==> src/rtl/pcore_pkg.sv <==
package pcore_pkg;
  typedef enum logic [3:0] {
    K_NOP, K_ADD, K_ADDI, K_LDM, K_IFLD, K_IDX,
    K_LD64, K_JN64, K_SP64, K_LD128, K_MK128, K_SP128, K_HALT
  } kind_e;

  typedef enum logic [1:0] {S_FETCH, S_IMM, S_EXEC, S_HALT} state_e;

  localparam logic [15:0] HALT_WORD = 16'hFFFF;
endpackage

==> src/rtl/pcore_decode.sv <==
module pcore_decode
  import pcore_pkg::*;
(
  input  logic [15:0] insn_i,
  output kind_e       kind_o,
  output logic [1:0]  last_o,
  output logic        mem_o
);
  always_comb begin
    kind_o = K_NOP;
    last_o = 2'd0;
    mem_o  = 1'b0;
    case (insn_i[15:12])
      4'h4: case (insn_i[11:8])
        4'h0, 4'h1: kind_o = K_ADD;
        4'h2:       kind_o = K_ADDI;
        default: ;
      endcase
      4'h5: case (insn_i[11:8])
        4'h2: begin kind_o = K_LDM; last_o = 2'd1; end
        4'h3: kind_o = K_IFLD;
        4'h4: kind_o = K_IDX;
        default: ;
      endcase
      4'h6: if (insn_i[7:4] == 4'h0) begin
        case (insn_i[11:8])
          4'h0: begin kind_o = K_LD64;  last_o = 2'd1; mem_o = 1'b1; end
          4'h1: begin kind_o = K_JN64;  last_o = 2'd1; mem_o = 1'b1; end
          4'h2: begin kind_o = K_SP64;  last_o = 2'd1; end
          4'h3: begin kind_o = K_LD128; last_o = 2'd3; mem_o = 1'b1; end
          4'h4: begin kind_o = K_MK128; last_o = 2'd3; end
          4'h5: begin kind_o = K_SP128; last_o = 2'd3; end
          default: ;
        endcase
      end
      4'hF: if (insn_i == HALT_WORD) kind_o = K_HALT;
      default: ;
    endcase
  end
endmodule

==> src/rtl/pcore_add.sv <==
module pcore_add #(
  parameter int XLEN = 32
) (
  input  logic [XLEN-1:0] a_i,
  input  logic [XLEN-1:0] b_i,
  output logic [XLEN-1:0] sum_o,
  output logic            c_o,
  output logic            v_o
);
  always_comb begin
    {c_o, sum_o} = {1'b0, a_i} + {1'b0, b_i};
    v_o = (a_i[XLEN-1] == b_i[XLEN-1]) && (sum_o[XLEN-1] != a_i[XLEN-1]);
  end
endmodule

==> src/rtl/pcore_rf.sv <==
module pcore_rf #(
  parameter int XLEN = 32,
  parameter int NREG = 16,
  localparam int RIW = $clog2(NREG)
) (
  input  logic            clk_i,
  input  logic            rst_ni,
  input  logic            we_i,
  input  logic [RIW-1:0]  waddr_i,
  input  logic [XLEN-1:0] wdata_i,
  input  logic [RIW-1:0]  ra_i,
  output logic [XLEN-1:0] ra_o,
  input  logic [RIW-1:0]  rb_i,
  output logic [XLEN-1:0] rb_o
);
  logic [XLEN-1:0] regs_q [NREG];

  for (genvar g = 0; g < NREG; g++) begin : g_reg
    always_ff @(posedge clk_i or negedge rst_ni) begin
      if (!rst_ni)                                 regs_q[g] <= '0;
      else if (we_i && (waddr_i == RIW'(g)))       regs_q[g] <= wdata_i;
    end
  end

  assign ra_o = regs_q[ra_i];
  assign rb_o = regs_q[rb_i];
endmodule

==> src/rtl/pcore.sv <==
module pcore
  import pcore_pkg::*;
#(
  parameter int XLEN = 32,
  parameter int NREG = 16,
  localparam int RIW = $clog2(NREG)
) (
  input  logic            clk_i,
  input  logic            rst_ni,
  output logic            mem_req_o,
  output logic [XLEN-1:0] mem_addr_o,
  input  logic            mem_rvalid_i,
  input  logic [XLEN-1:0] mem_rdata_i,
  output logic            rf_we_o,
  output logic [RIW-1:0]  rf_waddr_o,
  output logic [XLEN-1:0] rf_wdata_o,
  output logic [3:0]      flags_o,
  output logic [XLEN-1:0] pc_o,
  output logic            halt_o
);
  state_e          state_q;
  logic [15:0]     ir_q, imm_q;
  logic [1:0]      step_q;
  logic [XLEN-1:0] pc_q;
  logic [3:0]      flags_q;
  logic [XLEN-1:0] pair_q [2];  // [0] = low word
  logic [XLEN-1:0] quad_q [4];

  kind_e           kind;
  logic [1:0]      last;
  logic            is_mem;
  logic [15:0]     dec_in;
  logic [RIW-1:0]  dr, sr, step_r, ra_idx;
  logic [XLEN-1:0] ra, rb, alu_a, alu_b, sum;
  logic            cout, ovf, adv, in_exec;

  assign dec_in = (state_q == S_FETCH) ? mem_rdata_i[15:0] : ir_q;

  pcore_decode u_dec (.insn_i(dec_in), .kind_o(kind), .last_o(last), .mem_o(is_mem));

  assign dr      = ir_q[4 +: RIW];
  assign sr      = ir_q[0 +: RIW];
  assign step_r  = RIW'(step_q);
  assign in_exec = (state_q == S_EXEC);

  always_comb begin
    case (kind)
      K_IDX:           ra_idx = sr + RIW'(1);
      K_LDM, K_MK128:  ra_idx = sr + step_r;
      default:         ra_idx = sr;
    endcase
  end

  pcore_rf #(.XLEN(XLEN), .NREG(NREG)) u_rf (
    .clk_i, .rst_ni,
    .we_i(rf_we_o), .waddr_i(rf_waddr_o), .wdata_i(rf_wdata_o),
    .ra_i(ra_idx), .ra_o(ra), .rb_i(dr), .rb_o(rb)
  );

  assign alu_a = (kind == K_ADDI) ? ra : rb;
  assign alu_b = (kind == K_ADDI) ? {{(XLEN-16){imm_q[15]}}, imm_q} : ra;

  pcore_add #(.XLEN(XLEN)) u_add (.a_i(alu_a), .b_i(alu_b), .sum_o(sum), .c_o(cout), .v_o(ovf));

  // register write port
  always_comb begin
    rf_we_o    = 1'b0;
    rf_waddr_o = dr;
    rf_wdata_o = ra;
    if (in_exec) begin
      case (kind)
        K_ADD, K_ADDI: begin rf_we_o = 1'b1; rf_wdata_o = sum; end
        K_LDM:  begin rf_we_o = 1'b1; rf_waddr_o = dr + step_r; end
        K_IFLD: begin rf_we_o = 1'b1; rf_wdata_o = XLEN'(sr); end
        K_IDX:  rf_we_o = 1'b1;
        K_SP64: begin
          rf_we_o = 1'b1; rf_waddr_o = sr + step_r; rf_wdata_o = pair_q[~step_q[0]];
        end
        K_SP128: begin
          rf_we_o = 1'b1; rf_waddr_o = sr + step_r; rf_wdata_o = quad_q[~step_q];
        end
        default: ;
      endcase
    end
  end

  // memory request
  always_comb begin
    mem_req_o  = 1'b0;
    mem_addr_o = pc_q;
    case (state_q)
      S_FETCH: mem_req_o = 1'b1;
      S_IMM:   begin mem_req_o = 1'b1; mem_addr_o = pc_q + XLEN'(2); end
      S_EXEC:  begin mem_req_o = is_mem; mem_addr_o = ra + XLEN'({step_q, 2'b00}); end
      default: ;
    endcase
  end

  assign adv = is_mem ? mem_rvalid_i : 1'b1;

  always_ff @(posedge clk_i or negedge rst_ni) begin
    if (!rst_ni) begin
      state_q <= S_FETCH;
      ir_q    <= '0;
      imm_q   <= '0;
      step_q  <= '0;
      pc_q    <= '0;
      flags_q <= '0;
      pair_q  <= '{default: '0};
      quad_q  <= '{default: '0};
    end else begin
      case (state_q)
        S_FETCH: if (mem_rvalid_i) begin
          ir_q    <= mem_rdata_i[15:0];
          state_q <= (kind == K_ADDI) ? S_IMM : S_EXEC;
        end
        S_IMM: if (mem_rvalid_i) begin
          imm_q   <= mem_rdata_i[15:0];
          state_q <= S_EXEC;
        end
        S_EXEC: if (kind == K_HALT) begin
          state_q <= S_HALT;
        end else if (adv) begin
          case (kind)
            K_ADD:   flags_q <= {sum[XLEN-1], sum == '0, ovf, cout};
            K_LD64:  pair_q[step_q[0]]  <= mem_rdata_i;
            K_JN64:  pair_q[~step_q[0]] <= mem_rdata_i;
            K_LD128: quad_q[step_q]     <= mem_rdata_i;
            K_MK128: quad_q[~step_q]    <= ra;
            default: ;
          endcase
          if (step_q == last) begin
            step_q  <= '0;
            pc_q    <= pc_q + ((kind == K_ADDI) ? XLEN'(4) : XLEN'(2));
            state_q <= S_FETCH;
          end else begin
            step_q <= step_q + 2'd1;
          end
        end
        default: ;
      endcase
    end
  end

  assign flags_o = flags_q;
  assign pc_o    = pc_q;
  assign halt_o  = (state_q == S_HALT);
endmodule

==> config.mk <==
export PLATFORM = sky130hd
export DESIGN_NAME = pcore
export DESIGN_NICKNAME = d
export VERILOG_FILES = /design/src/rtl/pcore_pkg.sv /design/src/rtl/pcore_decode.sv /design/src/rtl/pcore_add.sv /design/src/rtl/pcore_rf.sv /design/src/rtl/pcore.sv
export SDC_FILE = /design/constraint.sdc
export NUM_CORES = 2
export LEC_CHECK = 0
export ABC_AREA = 1
export BUFFER_PORTS_ARGS = -buffer_cell sky130_fd_sc_hd__clkbuf_2
export CAP_MARGIN = 20
export CORE_MARGIN = 5
export CORE_UTILIZATION = 65
export DETAILED_ROUTE_END_ITERATION = 16
export PLACE_DENSITY = 0.82
export SLEW_MARGIN = 20
export SYNTH_ARGS = -nofsm -noshare
export SYNTH_HDL_FRONTEND = slang
export SYNTH_SLANG_ARGS = --single-unit
==> constraint.sdc <==
create_clock -name clk_i -period 18.5 [get_ports clk_i]
set_input_delay 1.85 -clock clk_i [delete_from_list [all_inputs] [get_ports clk_i]]
set_output_delay 1.85 -clock clk_i [all_outputs]
set_load 0.02 [all_outputs]
* Yosys cells after proc, flatten, opt, wreduce, memory -nomap -nowiden
Cells that the tools add are included.
** Word-level totals
- Register bits after elaboration :: 776
- Input bits :: 35
- Word-level logic and storage cells :: 209
** Cells by class
- Add/subtract/negate cells :: 8
- $lt $le $gt $ge :: 10
- Equal/unequal tests :: 47
- Mux-type cells :: 61
- Bitwise operators :: 9
- Reductions and logical operators :: 46
** Operators with widths (number)
- 32-bit two-way mux :: 16
- 32-bit binary-select mux with 4-bit select :: 2
- 128-bit bitwise mux :: 2
- 128-bit case mux with 2 select lines :: 1
- 64-bit bitwise mux :: 2
- 32-bit demux with 2-bit select :: 2
- 32-bit case mux with 4 select lines :: 1
- 64-bit case mux with 2 select lines :: 1
- 32-bit binary-select mux with 2-bit select :: 1
- 32-bit demux with 1-bit select :: 2
- 32-bit case mux with 2 select lines :: 1
- 4-bit equality test (second input constant) :: 14
- 4-bit by 3-bit equality test with 1-bit output (second input constant) :: 13
- 32-bit by 32-bit adder with 33-bit output :: 1
- 32-bit by 2-bit adder with 32-bit output (second input constant) :: 1
- 32-bit by 3-bit adder with 32-bit output :: 1
- 32-bit by 4-bit adder with 32-bit output :: 1
- 32-bit zero test :: 1
- 4-bit by 2-bit equality test with 1-bit output (second input constant) :: 6
- 4-bit case mux with 6 select lines :: 1
- 1-bit logical AND :: 21
- 16-bit equality test (second input constant) :: 1
- 16-bit two-way mux :: 1
- 2-bit two-way mux :: 8
- other kinds (42) :: 80

* Depth between registers and ports, before layout
- Depth after elaboration :: 17
- Mapped depth :: 52
- Mapped depth without buffers :: 48

* Hierarchy
Synthesis repeated with hierarchy kept, for this count alone.
** Unflattened totals
- Cells, all modules :: 7546
- Area total of the unflattened synthesis :: 49308.5 µm²
** Modules (own cells, without submodules)
- pcore_rf :: instances 1, cells each 4412, area an instance 29480.8 µm², seq. area each 12812.3 µm²
- pcore :: instances 1, cells each 2653, area an instance 17321.6 µm², seq. area each 6581.3 µm²
- pcore_add :: instances 1, cells each 417, area an instance 2217.1 µm², seq. area each 0.0 µm²
- pcore_decode :: instances 1, cells each 64, area an instance 289.0 µm², seq. area each 0.0 µm²

* Worst setup path before layout
Ideal clock, no wire load.
- Path type :: input-to-output
- From :: input mem_rdata_i[12]
- To :: output rf_wdata_o[25]
- Data arrival time :: 6717 ps
- Data required time :: 16650 ps
- Setup slack :: 9933 ps
- Stages :: 46
- Buffers on the path :: 3
- Path through :: inv_1 -> nand2_1 -> nand2_1 -> nand2_4 -> nor2_4 -> nand3_2 -> nand2_4 -> inv_4 -> nor2_4 -> nand2_4 -> nand2_8 -> inv_2 -> nand2_4 -> nand2_8 -> inv_2 -> buf_6 -> buf_2 -> o21ai_0 -> [10 not listed] -> nand2_1 -> nand2_1 -> inv_1 -> o21ai_0 -> nand3_1 -> nand2_1 -> nand2_1 -> nand2_1 -> nand2_1 -> nand2_1 -> nand2_1 -> nand2_1 -> xor2_1 -> nand2_1 -> o2111ai_1 -> nand2_1 -> buf_2 -> inv_1
** On the way
- Word-level cells in the longest chain between the ends :: 15
- Elaborated cells between the ends (all ways) :: 28
- Classes of those cells :: add/sub (1); eq/ne (13); mux (11); bitwise (1); reduce/logical (2)
** RTL lines
- from (decl) :: RTL line pcore.sv:13 : input logic [XLEN-1:0] mem_rdata_i,
- 16-bit two-way mux (*) :: RTL line pcore.sv:37 : assign dec_in = (state_q == S_FETCH) ? mem_rdata_i[15:0] : ir_q;
- 16-bit equality test :: RTL line pcore_decode.sv:36 : 4'hF: if (insn_i == HALT_WORD) kind_o = K_HALT;
- 4-bit two-way mux :: RTL line pcore_decode.sv:36
- 4-bit case mux with 4 select lines (*) :: RTL line pcore_decode.sv:13 : case (insn_i[15:12])
- 4-bit equality test / 4-bit by 2-bit equality test with 1-bit output (equally long branches) :: RTL line pcore.sv:47 : case (kind)
- 2-bit OR reduction :: RTL line pcore.sv:47
- 4-bit case mux with 2 select lines :: RTL line pcore.sv:47
- 4-bit inverter with 5-bit output (implied by the code) :: RTL line pcore_rf.sv:25 : assign ra_o = regs_q[ra_i];
- 32-bit binary-select mux with 4-bit select :: RTL line pcore_rf.sv:25
- 32-bit two-way mux (implied by the code) (2 in a row) :: RTL line pcore_rf.sv:25
- 32-bit two-way mux, on equally long branches :: RTL line pcore.sv:60, pcore.sv:61
- 32-bit by 32-bit adder with 33-bit output :: RTL line pcore_add.sv:11 : {c_o, sum_o} = {1'b0, a_i} + {1'b0, b_i};
- 32-bit case mux with 4 select lines :: RTL line pcore.sv:71 : case (kind)
- 32-bit two-way mux (*) :: RTL line pcore.sv:70 : if (in_exec) begin
- to (decl) :: RTL line pcore.sv:16 : output logic [XLEN-1:0] rf_wdata_o,
Mark *: on every way between the ends. The rest lies on a longest branch, timed or not. The select of a mux whose other input is x is not followed.

* Worst setup path after layout
- From :: register state_q[0]
- To :: output rf_wdata_o[25]
** On the way
- Word-level cells in the longest chain between the ends :: 17
- Elaborated cells between the ends (all ways) :: 42
- Classes of those cells :: add/sub (1); eq/ne (19); mux (15); bitwise (1); reduce/logical (6)
** RTL lines
- from (decl) :: RTL line pcore.sv:21 : state_e state_q;
- from (signal assigned) :: RTL line pcore.sv:115 : state_q <= (kind == K_ADDI) ? S_IMM : S_EXEC;
- 2-bit zero test :: RTL line pcore.sv:37
- 16-bit two-way mux :: RTL line pcore.sv:37
- 4-bit by 3-bit equality test with 1-bit output, or another cell as far along :: RTL line pcore_decode.sv:26 : case (insn_i[11:8])
- 4-bit case mux with 6 select lines / 2-bit OR reduction (equally long branches) :: RTL line pcore_decode.sv:26, pcore_decode.sv:14
- 4-bit two-way mux / 2-bit case mux with 2 select lines (equally long branches) :: RTL line pcore_decode.sv:25, pcore_decode.sv:14
- 4-bit case mux with 4 select lines :: RTL line pcore_decode.sv:13
- 4-bit equality test / 4-bit by 2-bit equality test with 1-bit output (equally long branches) :: RTL line pcore.sv:47
- 2-bit OR reduction :: RTL line pcore.sv:47
- 4-bit case mux with 2 select lines :: RTL line pcore.sv:47
- 4-bit inverter with 5-bit output (implied by the code) :: RTL line pcore_rf.sv:25
- 32-bit binary-select mux with 4-bit select :: RTL line pcore_rf.sv:25
- 32-bit two-way mux (implied by the code) (2 in a row) :: RTL line pcore_rf.sv:25
- 32-bit two-way mux, on equally long branches :: RTL line pcore.sv:60, pcore.sv:61
- 32-bit by 32-bit adder with 33-bit output :: RTL line pcore_add.sv:11
- 32-bit case mux with 4 select lines :: RTL line pcore.sv:71
- 32-bit two-way mux (*) :: RTL line pcore.sv:70
Marks and branches as above.

==> results.json <==
{
  "floorplan_row_count": 98,
  "clock_latency_ns": 0.66,
  "post_synthesis_sequential_element_count": 775,
  "timing.setup.critical_path_class": "flip-flop to output port",
  "fmax_mhz": 82.0,
  "synth_top_flop_cell": "dfrtp_1",
  "drv_slew": 0,
  "cts.hold.buffers_added": 0,
  "synthSimpleGateAreaFrac_pct": 28.3,
  "post_drt_via_cell_ratio": 6.74,
  "drt_drc_violations_left": 0,
  "max_slew_margin_pct": 22.5,
  "most_common_cell_in_the_netlist": "nand2_1",
  "grt_use_total_pct": 45.1,
  "netlist-cell-type-count": 61,
  "post_route_setup_tns_ns": 0,
  "timing.final.crit_period_ns": 12.20,
  "power.density_nw_per_um2": 71.2,
  "syn_area_um2": 46700,
  "start_util_pct": 65.5,
  "overall_die_height_um": 278,
  "r2r_end": "u_rf.regs_q[507]$_DFFE_PN0P_",
  "hold_end": "u_rf.regs_q[482]$_DFFE_PN0P_",
  "postSynth.asyncResetShare_pct": 100,
  "cts_repair_resize_count": 0,
  "cts.sink_count": 775,
  "synth_compound_area_share_pct": 19.8,
  "final_min_period_over_clock_period_pct": 65.9,
  "hp-class": "flip-flop to flip-flop",
  "tightest_pin_transition_ns": 1.15,
  "drt_first_pass_iters": 8,
  "synth_cells": 6515,
  "yosysSeqAreaShare_pct": 41.5,
  "cts_made_buffers": 85,
  "post_drt_wl_per_cell_um": 24.5,
  "critical_register_to_register_path_startpoint": "state_q[0]$_DFFE_PN0P_",
  "post_layout_nonfiller_instances": 7376,
  "buffers_inserted_during_post_cts_setup_optimization": 0,
  "startpoint_type": "flip-flop",
  "slowest_delay_ns": 0.85,
  "finalWirelength_um": 181000,
  "grt_overflow": 0,
  "ff2ff_setup_slack_ns": 8.72,
  "synth_enable_flop_cells": 0,
  "post_synth.cell_area_avg_um2": 7.17,
  "finalWeightedCongestion": 1.07,
  "muxShareOfSynthArea_pct": 0.214,
  "ant_nets": 0,
  "post-synth-top-area-cell": "dfrtp_1",
  "min_delay_path_depth": 2,
  "design.die.area_um2": 77300,
  "reg2reg_depth": 47,
  "core-area_um2": 71400,
  "leak_uw": 0.0221,
  "dp_cells": 7216,
  "result_of_the_run": "finished clean",
  "synth-adder-area-share_pct": 1.55,
  "hold_path_startpoint": "u_rf.regs_q[482]$_DFFE_PN0P_",
  "crit_path_max_fanout": 102,
  "critPathArrivalTime_ns": 10.35,
  "port_buffers": 140,
  "finClkSkew_ns": 0.0292,
  "power.ir.vdd_worst_mv": 0.0903,
  "grt_antenna_before_repair": 7,
  "yosysTopAreaCellShare_pct": 41.5,
  "grt_setup_unrepaired": "no",
  "clockRootBuffer": "clkbuf_16",
  "vias": 49730,
  "die_width_um": 278,
  "synth_xor_xnor_area_share_pct": 1.31,
  "grt_start_max_net_pins": 175,
  "final_number_of_setup_violating_endpoints": 0,
  "layout-area-overhead-vs-synth_pct": 7.88,
  "maxCapViolations": 0,
  "layout.nets": 6443,
  "final_hold_viol_count": 0,
  "grt_pass1_wl_um": 274000,
  "synthTopCellsByCount": "1825 x nand2_1, 775 x dfrtp_1, 651 x nand3_1",
  "place_hpwl_um": 111000,
  "path_clk_slew_ns": 0.06,
  "syn_nets": 6605,
  "worst_ep_required_time_ns": 16.65,
  "cp-end-kind": "output port",
  "hold_ws_ns": 0.486,
  "cp_slowest_cell": "ha_1",
  "yosysWarnings": 0,
  "ys_top_cells_by_area": "dfrtp_1 42%, nand2_1 15%, nand3_1 7.0%, o21ai_0 6.7%, a21oi_1 5.5%",
  "tritoncts": "yes",
  "worst_path_most_repeated_cell": "nand2_1",
  "io-pin-count": 142,
  "first_global_vias": 46175,
  "initialDrtViolationCount": 7851,
  "ctsHtreeMaxLevel": 3,
  "clock_tree.buffer_depth": 3,
  "synth_top_family_by_area": "simple AND/OR/NAND/NOR gates",
  "drive_gt1_share_pct": 8.36
}
==> placed cells by master (no fill, tap or decap), drive strengths merged, types with 4 or more instances in the layout <==
master	n
o2111ai	9
or2	5
buf	101
a32oi	4
a32o	15
mux2i	10
a31oi	158
xnor2	15
nand3	660
nor2	553
nand2	1866
clkbuf	262
xor2	55
a311oi	5
bufinv	8
nor3	33
fa	5
dfrtp	775
clkinv	26
a21oi	518
nand4	26
inv	314
nor4	13
o22ai	34
a221oi	43
ha	50
o31ai	14
o211ai	32
o21ai	701
a22oi	33
o311ai	47
a211oi	12
==> report_power, final <==
part / internal (µW) / switching [µW]
clock network: 1090 / 753
registers: 1690 / 0
logic: 5.47 / 45.5
total: 2790 / 798
==> cells by family (layout without fill, tap and decap cells) <==
kind of cell               after synthesis  in the layout
DFF                                    775            775
other                                    1              4
adders and majority gates               55             55
and+or+nand+nor                       3159           3159
buffers and inverters                  803            711
muxes                                   10             10
xor gates and xnor gates                70             70
AOI/OAI and AO/OA                     1642           1642
==> worst max-delay path, delay by kind of cell, from the launching register on <==
family	cells	cell delay [ns]
buf+inv	8	1.52
simple gates	27	3.88
fa+ha+maj	2	1.28
compound gates	9	2.28
flops	1	0.40
xor+xnor	1	0.19
==> routing by layer <==
metal / GRT usage (%) / vias to the layer above / part of all wire (%)
li1: - / 21666 / -
met1: 58.6 / 22984 / 35
met2: 64.6 / 4083 / 41
met3: 14.1 / 989 / 15
met4: 31.2 / 8 / 8.6
met5: 0 / - / 0.031
==> through the flow <==
step	instance area, µm²	utilization [%]	total power [µW]	setup WS, ns
finish	50400	70.6	3590	6.30
global route	50400	70.6	3660	5.84
CTS	50400	70.6	3580	6.74
detailed placement	47300	66.3	1780	6.88
global placement	47300	66.3	1780	6.96
floorplan	46700	-	1730	9.93
==> area by class of cell <==
| type | count | area, µm² |
|---|---|---|
| Clock buffer | 123 | 2580 |
| Multi-Input combinational cell | 4937 | 24100 |
| Timing Repair Buffer | 240 | 1490 |
| Fill cell | 5958 | 21000 |
| Inverter | 314 | 1190 |
| Tap cell | 950 | 1190 |
| Sequential cell | 775 | 19400 |
| Clock inverter | 34 | 452 |
| Antenna cell | 3 | 7.51 |
==> flip-flops by register name, indices dropped and copies added, names as in the netlist <==
| register | count |
|---|---|
| flags_o | 4 |
| imm_q | 16 |
| ir_q | 16 |
| pair_q | 64 |
| pc_o | 31 |
| quad_q | 128 |
| state_q | 2 |
| step_q | 2 |
| u_rf.regs_q | 512 |
==> worst max-delay path by stage <==
stage                                 to  cells past startpoint  slack, ns                    from
after floorplan           rf_wdata_o[25]                     46       9.93         mem_rdata_i[12]
after global placement    rf_wdata_o[25]                     45       6.96         mem_rdata_i[12]
after detailed placement  rf_wdata_o[25]                     45       6.88         mem_rdata_i[12]
after CTS                 rf_wdata_o[25]                     47       6.74  state_q[0]$_DFFE_PN0P_
after global routing      rf_wdata_o[25]                     47       5.84  state_q[0]$_DFFE_PN0P_
final                     rf_wdata_o[25]                     47       6.30  state_q[0]$_DFFE_PN0P_
Power figures use the tool's default switching activity.
